File: config.mk
export PLATFORM = sky130hd
export DESIGN_NAME = pwr_wake_ctrl
export DESIGN_NICKNAME = d
export VERILOG_FILES = /design/src/rtl/pwk_pkg.sv /design/src/rtl/pwk_sync.sv /design/src/rtl/pwk_hold_qual.sv /design/src/rtl/pwk_wake_eval.sv /design/src/rtl/pwr_wake_ctrl.sv
export SDC_FILE = /design/constraint.sdc
export NUM_CORES = 1
export LEC_CHECK = 0
export BUFFER_PORTS_ARGS = -buffer_cell sky130_fd_sc_hd__buf_4
export CORE_ASPECT_RATIO = 1.25
export CORE_MARGIN = 2
export CORE_UTILIZATION = 45
export CTS_CLUSTER_SIZE = 16
export DETAILED_ROUTE_END_ITERATION = 8
export PLACE_DENSITY_LB_ADDON = 0.25
export SLEW_MARGIN = 30
export SYNTH_ARGS = -nofsm -noshare
export SYNTH_HDL_FRONTEND = slang
export SYNTH_SLANG_ARGS = --single-unit
File: constraint.sdc
create_clock -name clk -period 3.8 [get_ports clk]
set_input_delay 0.19 -clock clk [delete_from_list [all_inputs] [get_ports clk]]
set_output_delay 0.19 -clock clk [all_outputs]
set_load 0.05 [all_outputs]
File: src/rtl/pwk_pkg.sv
// Shared types for the power-state and wake controller.
// Assumes: state codes are visible on a status port, so the values are fixed.
package pwk_pkg;

    typedef enum logic [2:0] {
        PS_OFF     = 3'd0,
        PS_ACTIVE  = 3'd1,
        PS_SHALLOW = 3'd2,
        PS_DEEP    = 3'd3,
        PS_DORMANT = 3'd4
    } pwr_state_e;

    localparam int SRC_N   = 8;
    localparam int SRC_BTN = 0;
    localparam int SRC_CHG = 1;
    localparam int SRC_IO  = 2;
    localparam int SRC_DIF = 3;
    localparam int SRC_TMR = 4;
    localparam int SRC_LED = 5;
    localparam int SRC_DBG = 6;
    localparam int SRC_USB = 7;

endpackage

File: src/rtl/pwk_sync.sv
// Two-flop synchronizer for a vector of asynchronous pins.
// Assumes: every bit is independent; no multi-bit coherence is needed.
module pwk_sync #(
    parameter int   W       = 1,
    parameter logic RST_VAL = 1'b0
) (
    input  logic         clk,
    input  logic         rst_n,
    input  logic [W-1:0] d,
    output logic [W-1:0] q
);
    logic [W-1:0] meta;

    // Two register stages that settle metastability.
    always_ff @(posedge clk) begin
        if (!rst_n) begin
            meta <= {W{RST_VAL}};
            q    <= {W{RST_VAL}};
        end else begin
            meta <= d;
            q    <= meta;
        end
    end
endmodule

File: src/rtl/pwk_hold_qual.sv
// Level qualifier: done rises after lvl has been high for N consecutive ticks.
// Assumes: lvl is synchronous; clr or a low level restarts the count.
module pwk_hold_qual #(
    parameter int N = 20000
) (
    input  logic clk,
    input  logic rst_n,
    input  logic tick,
    input  logic clr,
    input  logic lvl,
    output logic done
);
    localparam int CW = $clog2(N + 1);
    localparam logic [CW-1:0] LIM = CW'(N);

    logic [CW-1:0] cnt;

    // Count ticks while the level holds; saturate at the limit.
    always_ff @(posedge clk) begin
        if (!rst_n)               cnt <= '0;
        else if (clr || !lvl)     cnt <= '0;
        else if (tick && cnt != LIM) cnt <= cnt + 1'b1;
    end

    assign done = (cnt == LIM);
endmodule

File: src/rtl/pwk_wake_eval.sv
// Edge detection and wake-source filtering for the current sleep depth.
// Assumes: all inputs are already synchronized; hit is combinational.
module pwk_wake_eval
    import pwk_pkg::*;
#(
    parameter int N_IO    = 20,
    parameter int DORM_LO = 1,
    parameter int DORM_HI = 8
) (
    input  logic            clk,
    input  logic            rst_n,
    input  logic            btn_s,
    input  logic            chg_s,
    input  logic [N_IO-1:0] io_s,
    input  logic            dif_s,
    input  logic            dbg_s,
    input  logic            led_s,
    input  logic            usb_s,
    input  logic            tmr_exp,
    input  logic [SRC_N-1:0] mask,
    input  logic            dormant,
    output logic            hit
);
    function automatic logic [N_IO-1:0] dorm_window();
        logic [N_IO-1:0] m;
        for (int i = 0; i < N_IO; i++) m[i] = (i >= DORM_LO) && (i <= DORM_HI);
        return m;
    endfunction

    localparam logic [N_IO-1:0] DORM_MASK = dorm_window();

    logic            btn_p, chg_p, dif_p, dbg_p, led_p, usb_p;
    logic [N_IO-1:0] io_p;
    logic [SRC_N-1:0] raw, sel;
    logic [N_IO-1:0] io_chg;

    // Keep last cycle's synchronized values for edge detection.
    always_ff @(posedge clk) begin
        if (!rst_n) begin
            {btn_p, chg_p, dif_p, dbg_p, led_p, usb_p} <= '0;
            io_p <= '0;
        end else begin
            {btn_p, chg_p, dif_p, dbg_p, led_p, usb_p} <= {btn_s, chg_s, dif_s, dbg_s, led_s, usb_s};
            io_p <= io_s;
        end
    end

    // Form the per-source events and keep those the depth allows.
    always_comb begin
        io_chg       = io_s ^ io_p;
        raw          = '0;
        raw[SRC_BTN] = btn_s & ~btn_p;
        raw[SRC_CHG] = chg_s ^ chg_p;
        raw[SRC_IO]  = |io_chg;
        raw[SRC_DIF] = dif_s ^ dif_p;
        raw[SRC_TMR] = tmr_exp;
        raw[SRC_LED] = led_s ^ led_p;
        raw[SRC_DBG] = dbg_s ^ dbg_p;
        raw[SRC_USB] = usb_s & ~usb_p;
        sel          = raw;
        if (dormant) begin
            sel          = '0;
            sel[SRC_BTN] = raw[SRC_BTN];
            sel[SRC_CHG] = raw[SRC_CHG];
            sel[SRC_TMR] = raw[SRC_TMR];
            sel[SRC_IO]  = |(io_chg & DORM_MASK);
        end
        hit = |(sel & mask);
    end
endmodule

File: src/rtl/pwr_wake_ctrl.sv
// Power-state sequencer: Off, Active and three sleep depths with wake logic.
// Assumes: tick_1us is a one-cycle pulse at 1 MHz; rst_n is synchronous;
// all pins other than the software controls are asynchronous.
module pwr_wake_ctrl
    import pwk_pkg::*;
#(
    parameter int N_IO       = 20,
    parameter int TMR_W      = 16,
    parameter int HOLD_TICKS = 20000,
    parameter int RST_TICKS  = 120,
    parameter int DORM_IO_LO = 1,
    parameter int DORM_IO_HI = 8
) (
    input  logic             clk,
    input  logic             rst_n,
    input  logic             tick_1us,
    input  logic             btn_pin,
    input  logic             chg_pin,
    input  logic [N_IO-1:0]  io_pin,
    input  logic             dif_act,
    input  logic             dbg_act,
    input  logic             led_act,
    input  logic             usb_resume,
    input  logic             rst_pin_n,
    input  logic             mask_we,
    input  logic [7:0]       mask_wdata,
    input  logic             sleep_req,
    input  logic [1:0]       sleep_mode,
    input  logic [TMR_W-1:0] tmr_load,
    output logic [2:0]       pwr_state,
    output logic             wake,
    output logic             clk_reduce,
    output logic             mem_pdown
);
    localparam int AW = N_IO + 6;

    pwr_state_e       state, nxt;
    logic [AW-1:0]    async_s;
    logic             btn_s, chg_s, dif_s, dbg_s, led_s, usb_s, rpin_s;
    logic [N_IO-1:0]  io_s;
    logic             btn_ok, chg_ok, rst_hold, hold_clr;
    logic             hit, sleeping, accept, tmr_exp, tmr_run;
    logic [TMR_W-1:0] tmr_cnt;
    logic [SRC_N-1:0] mask;

    pwk_sync #(.W(AW), .RST_VAL(1'b0)) u_sync (
        .clk(clk), .rst_n(rst_n),
        .d({io_pin, btn_pin, chg_pin, dif_act, dbg_act, led_act, usb_resume}),
        .q(async_s)
    );
    assign {io_s, btn_s, chg_s, dif_s, dbg_s, led_s, usb_s} = async_s;

    pwk_sync #(.W(1), .RST_VAL(1'b1)) u_sync_rst (
        .clk(clk), .rst_n(rst_n), .d(rst_pin_n), .q(rpin_s)
    );

    assign hold_clr = (state != PS_OFF) || rst_hold;

    pwk_hold_qual #(.N(HOLD_TICKS)) u_q_btn (
        .clk(clk), .rst_n(rst_n), .tick(tick_1us), .clr(hold_clr), .lvl(btn_s), .done(btn_ok)
    );
    pwk_hold_qual #(.N(HOLD_TICKS)) u_q_chg (
        .clk(clk), .rst_n(rst_n), .tick(tick_1us), .clr(hold_clr), .lvl(chg_s), .done(chg_ok)
    );
    pwk_hold_qual #(.N(RST_TICKS)) u_q_rst (
        .clk(clk), .rst_n(rst_n), .tick(tick_1us), .clr(1'b0), .lvl(!rpin_s), .done(rst_hold)
    );

    pwk_wake_eval #(.N_IO(N_IO), .DORM_LO(DORM_IO_LO), .DORM_HI(DORM_IO_HI)) u_eval (
        .clk(clk), .rst_n(rst_n),
        .btn_s(btn_s), .chg_s(chg_s), .io_s(io_s), .dif_s(dif_s), .dbg_s(dbg_s),
        .led_s(led_s), .usb_s(usb_s), .tmr_exp(tmr_exp), .mask(mask),
        .dormant(state == PS_DORMANT), .hit(hit)
    );

    assign sleeping = (state == PS_SHALLOW) || (state == PS_DEEP) || (state == PS_DORMANT);
    assign tmr_exp  = sleeping && tmr_run && (tmr_cnt == '0);

    // Software-written wake-source enables.
    always_ff @(posedge clk) begin
        if (!rst_n)       mask <= '1;
        else if (mask_we) mask <= mask_wdata;
    end

    // Next-state choice: forced Off, Off exit, sleep entry, wake.
    always_comb begin
        nxt = state;
        if (rst_hold) begin
            nxt = PS_OFF;
        end else begin
            case (state)
                PS_OFF:    if (btn_ok || chg_ok) nxt = PS_ACTIVE;
                PS_ACTIVE: if (sleep_req && !hit) begin
                    case (sleep_mode)
                        2'd1:    nxt = PS_SHALLOW;
                        2'd2:    nxt = PS_DEEP;
                        2'd3:    nxt = PS_DORMANT;
                        default: nxt = PS_ACTIVE;
                    endcase
                end
                PS_SHALLOW, PS_DEEP, PS_DORMANT: if (hit) nxt = PS_ACTIVE;
                default:   nxt = PS_OFF;
            endcase
        end
    end

    assign accept = (state == PS_ACTIVE) && (nxt != PS_ACTIVE) && (nxt != PS_OFF);

    // State register and one-cycle wake pulse.
    always_ff @(posedge clk) begin
        if (!rst_n) begin
            state <= PS_OFF;
            wake  <= 1'b0;
        end else begin
            state <= nxt;
            wake  <= (nxt == PS_ACTIVE) && (state != PS_ACTIVE);
        end
    end

    // Wake timer: loaded on sleep entry, counts down on ticks while asleep.
    always_ff @(posedge clk) begin
        if (!rst_n) begin
            tmr_cnt <= '0;
            tmr_run <= 1'b0;
        end else if (accept) begin
            tmr_cnt <= tmr_load;
            tmr_run <= 1'b1;
        end else if (!sleeping || tmr_exp) begin
            tmr_run <= 1'b0;
        end else if (tick_1us && tmr_cnt != '0) begin
            tmr_cnt <= tmr_cnt - 1'b1;
        end
    end

    assign pwr_state  = state;
    assign clk_reduce = (state != PS_ACTIVE);
    assign mem_pdown  = (state == PS_OFF) || (state == PS_DEEP) || (state == PS_DORMANT);
endmodule

==> qor.log <==
[setup_path] cell-by-cell trace of the critical path inv_1 > ha_1 > and4b_1 > nor2b_4 > or4_4 > or3_1 > o2111ai_1 > o311ai_1
[routing] remaining routing DRC violations 0
[final_layout] layout overhead on the synthesized area 26.3%
[power] Max VDD drop 0.313 mV
[sta] Period Utilization, post-route 71.5%
[die] area of the core 12700 sq um
[setup_path] element type at the critical path end register
[yosys] Async S/R FF share, synth 0%
[grt] largest net degree at the start of global routing 96
[final_layout] leading cell type in the layout, fill and taps excluded sky130_fd_sc_hd__dfxtp_1
[flow_run] number of maximum-capacitance constraint violations 0
[die] top-level I/O count 64
[placement] final estimated routing congestion in global placement 0.821
[sta] actual transition at the worst max-transition pin 791 ps
[placement] detailed placement HPWL 7.51 mm
[setup_path] count of cells along the worst register-to-register path 8
[sta] maximum frequency from static timing analysis 368 MHz
[die] die outline area 14000 sq um
[final_layout] number of nets in the finished design 755
[yosys] mapped cell area 5880 sq um
[routing] Antenna Violating Nets Remaining 0
[setup_path] cell family with the largest share of critical-path delay simple AND/OR/NAND/NOR gates
[clock_network] clock tree from TritonCTS built
[setup_path] CP max stage delay 650 ps
[status] result of the run complete, no violations
[setup_path] setup slack on the worst flop-to-flop path 1080 ps
[clock_network] TritonCTS Sinks 146
[die] Core Rows 46
[die] Die Height 132 um
[sta] worst clock skew 9.85 ps
[sta] sum of negative setup slack 0 ps
[grt] antenna violations before repair 0
[clock_network] number of cells upsized or downsized after cts 0
[setup_path] startpoint class of the critical path register
[yosys] sequential-to-total area share from yosys stat 49.7%
[yosys] post-synthesis instance total 590
[yosys] flip-flop and latch count after synthesis 146
[grt] global route total overflow 0
[sta] unrepaired setup endpoints after global routing no
[final_layout] fraction of layout cells with a size suffix above 1 17.3%
[setup_path] worst endpoint required time 4080 ps
[placement] worst setup timing slack at the placement stage 1080 ps
[yosys] Post-synth EDFFs 0
[placement] port buffer count 63
[yosys] per-instance average area after synthesis 9.97 sq um
[power] pwr dens 469 nW/um^2
[setup_path] critical path arrival 3000 ps
[routing] vias per cell 4.89
[grt] wire length of the first global-routing pass 19.3 mm
[routing] drt initial violations 180
[power] leakage component of the power 2.88 nW
[routing] total via count after detailed routing 4236
[sta] final hold violation count 0
[sta] setup slack of the critical path after layout 1080 ps
[clock_network] H-Tree Level Count 4
[final_layout] diodes inserted 0
[min_path] worst hold start tmr_load[15]
[setup_path] sum of buffers and inverters on the critical path 1
[sta] # setup viols final 0
[final_layout] commonest cells after routing, fill and taps aside sky130_fd_sc_hd__dfxtp_1 (146), sky130_fd_sc_hd__and2_1 (82), sky130_fd_sc_hd__buf_4 (65)
[yosys] ys flop type sky130_fd_sc_hd__dfxtp_1
[clock_network] number of setup buffers added after CTS 0
[final_layout] number of filler cells placed in the layout 1042
[routing] number of detailed-route iterations in the first pass 4
[clock_network] Max Root-Sink Buffers 2
[yosys] post-synthesis net count 659
[clock_network] source-to-sink clock delay at the later pin of the worst-skew pair 420 ps
[clock_network] clock slew at reported path FFs 60 ps
[min_path] worst hold path class in2reg
[routing] aggregate routed wire length 11.2 mm
[clock_network] cell chosen for the clock root sky130_fd_sc_hd__clkbuf_16
[sta] worst max-slew margin expressed relative to the limit 47.3%
[setup_path] cell with the largest stage delay on the worst path sky130_fd_sc_hd__or3_1
[power] Combinational Power Share 5.3%
[min_path] Hold EP tmr_cnt[15]
[setup_path] Setup Crit Path Kind reg2reg
[power] portion of total power attributed to sequential cells 45.5%
[sta] number of max-slew violations in the final report 0
[yosys] YS warnings 0
[clock_network] Inserted Clock Buffers 17
[setup_path] reg-to-reg startpoint u_q_rst.cnt[0]
[setup_path] critical path peak fanout 16
[power] Clk pwr share 49.2%
[yosys] post-synth cell types 61
[min_path] number of instances on the worst hold path 3
[power] Switching Fraction 20.7%
[routing] WL/cell 12.9 um
[power] Final Power 0.00349 W
[setup_path] endpoint of the worst-slack reg-to-reg timing path tmr_cnt[15]
[grt] number of global-route vias before repair 4222
[grt] gr usage total 17.2%
[sta] min cycle time layout 2720 ps
[die] width of the die 106 um
[die] starting density of the core 46.2%
[power] Int Pwr 0.00277 W
[power] Switching Power 0.000722 W
-- stage by stage --
stage	hold WS, ps	util [%]	instances	area [sq um]
after floorplan	291	-	590	5880
after global placement	385	50.7	800	6450
after detailed placement	382	50.7	800	6450
after CTS	26.4	58.4	867	7430
after global routing	47.5	58.4	867	7430
final	45.5	58.4	867	7430
-- repair_timing --
action                                  CTS  global route
hold endpoints to repair                 35             0
hold buffers                             35             0
endpoints found under the setup margin    0             0
-- final cells by class --
class	count	area, sq um	area share (%)
Sequential cell	146	2920	39.4
Multi-Input combinational cell	406	2780	37.4
Timing Repair Buffer	100	838	11.3
Clock buffer	21	470	6.33
Tap cell	168	210	2.83
Clock inverter	11	153	2.06
Inverter	15	56.3	0.758
-- registers in the layout, summed over array words and instances, names as in the netlist, 3 cells and up --
signal	cells
u_q_btn.cnt	15
u_eval.io_p	20
u_sync.q	26
tmr_cnt	16
pwr_state	3
mask	8
u_q_chg.cnt	15
u_sync.meta	26
u_q_rst.cnt	7
-- Yosys cell counts (all sizes together), types with 11 or more instances --
cell type,instances,area share [%]
dfxtp,146,50
and2,82,8.7
nor2,40,2.6
xnor2,40,6.0
nand2,36,2.3
xor2,27,4.0
nor3,23,2.8
nand3,20,1.7
nand4,17,1.8
clkbuf,15,0.96
inv,15,0.96
ha,11,2.3
-- worst max-delay path by stage --
stage                         from     endpoint  cells past startpoint
floorplan             pwr_state[1]  tmr_cnt[13]                      7
global route            tmr_cnt[0]   tmr_cnt[9]                      8
detailed placement  u_q_rst.cnt[0]  tmr_cnt[15]                      8
CTS                 u_q_rst.cnt[0]  tmr_cnt[15]                      8
global placement    u_q_rst.cnt[0]  tmr_cnt[15]                      8
finish              u_q_rst.cnt[0]  tmr_cnt[15]                      8
-- power by group through the flow --
| stage | registers (W) | logic [W] | clock network (W) |
|---|---|---|---|
| floorplan | 0.00162 | 0.0000886 | 0 |
| global placement | 0.00162 | 0.000154 | 0 |
| detailed placement | 0.00162 | 0.000157 | 0 |
| CTS | 0.00159 | 0.000185 | 0.00176 |
| global route | 0.00159 | 0.000203 | 0.00182 |
| finish | 0.00159 | 0.000184 | 0.00172 |
-- worst register-to-register path, stage by stage (launching register included) --
cell and delay (ps):
sky130_fd_sc_hd__dfxtp_1 370, sky130_fd_sc_hd__inv_1 90, sky130_fd_sc_hd__ha_1 200, sky130_fd_sc_hd__and4b_1 210, sky130_fd_sc_hd__nor2b_4 130, sky130_fd_sc_hd__or4_4 490
sky130_fd_sc_hd__or3_1 650, sky130_fd_sc_hd__o2111ai_1 330, sky130_fd_sc_hd__o311ai_1 120
-- metal layers --
| layer | GRT usage [%] | part of all wire [%] | vias up |
|---|---|---|---|
| li1 | - | - | 2200 |
| met1 | 19.5 | 43 | 1947 |
| met2 | 30.2 | 52 | 71 |
| met3 | 3.86 | 3.5 | 18 |
| met4 | 8.11 | 1.9 | 0 |
| met5 | 0 | 0 | - |
-- kinds of logic (layout without fill, tap and decap cells) --
logic type,Yosys count,after routing,synth area share (%)
xor+xnor,67,67,9.98
fa+ha+maj,11,11,2.34
mux,10,10,1.70
compound gates,49,49,6.34
flops,146,146,49.7
simple gates,269,269,26.9
buf+inv,38,147,3.08
No activity file was read; power rests on OpenSTA's default activity.
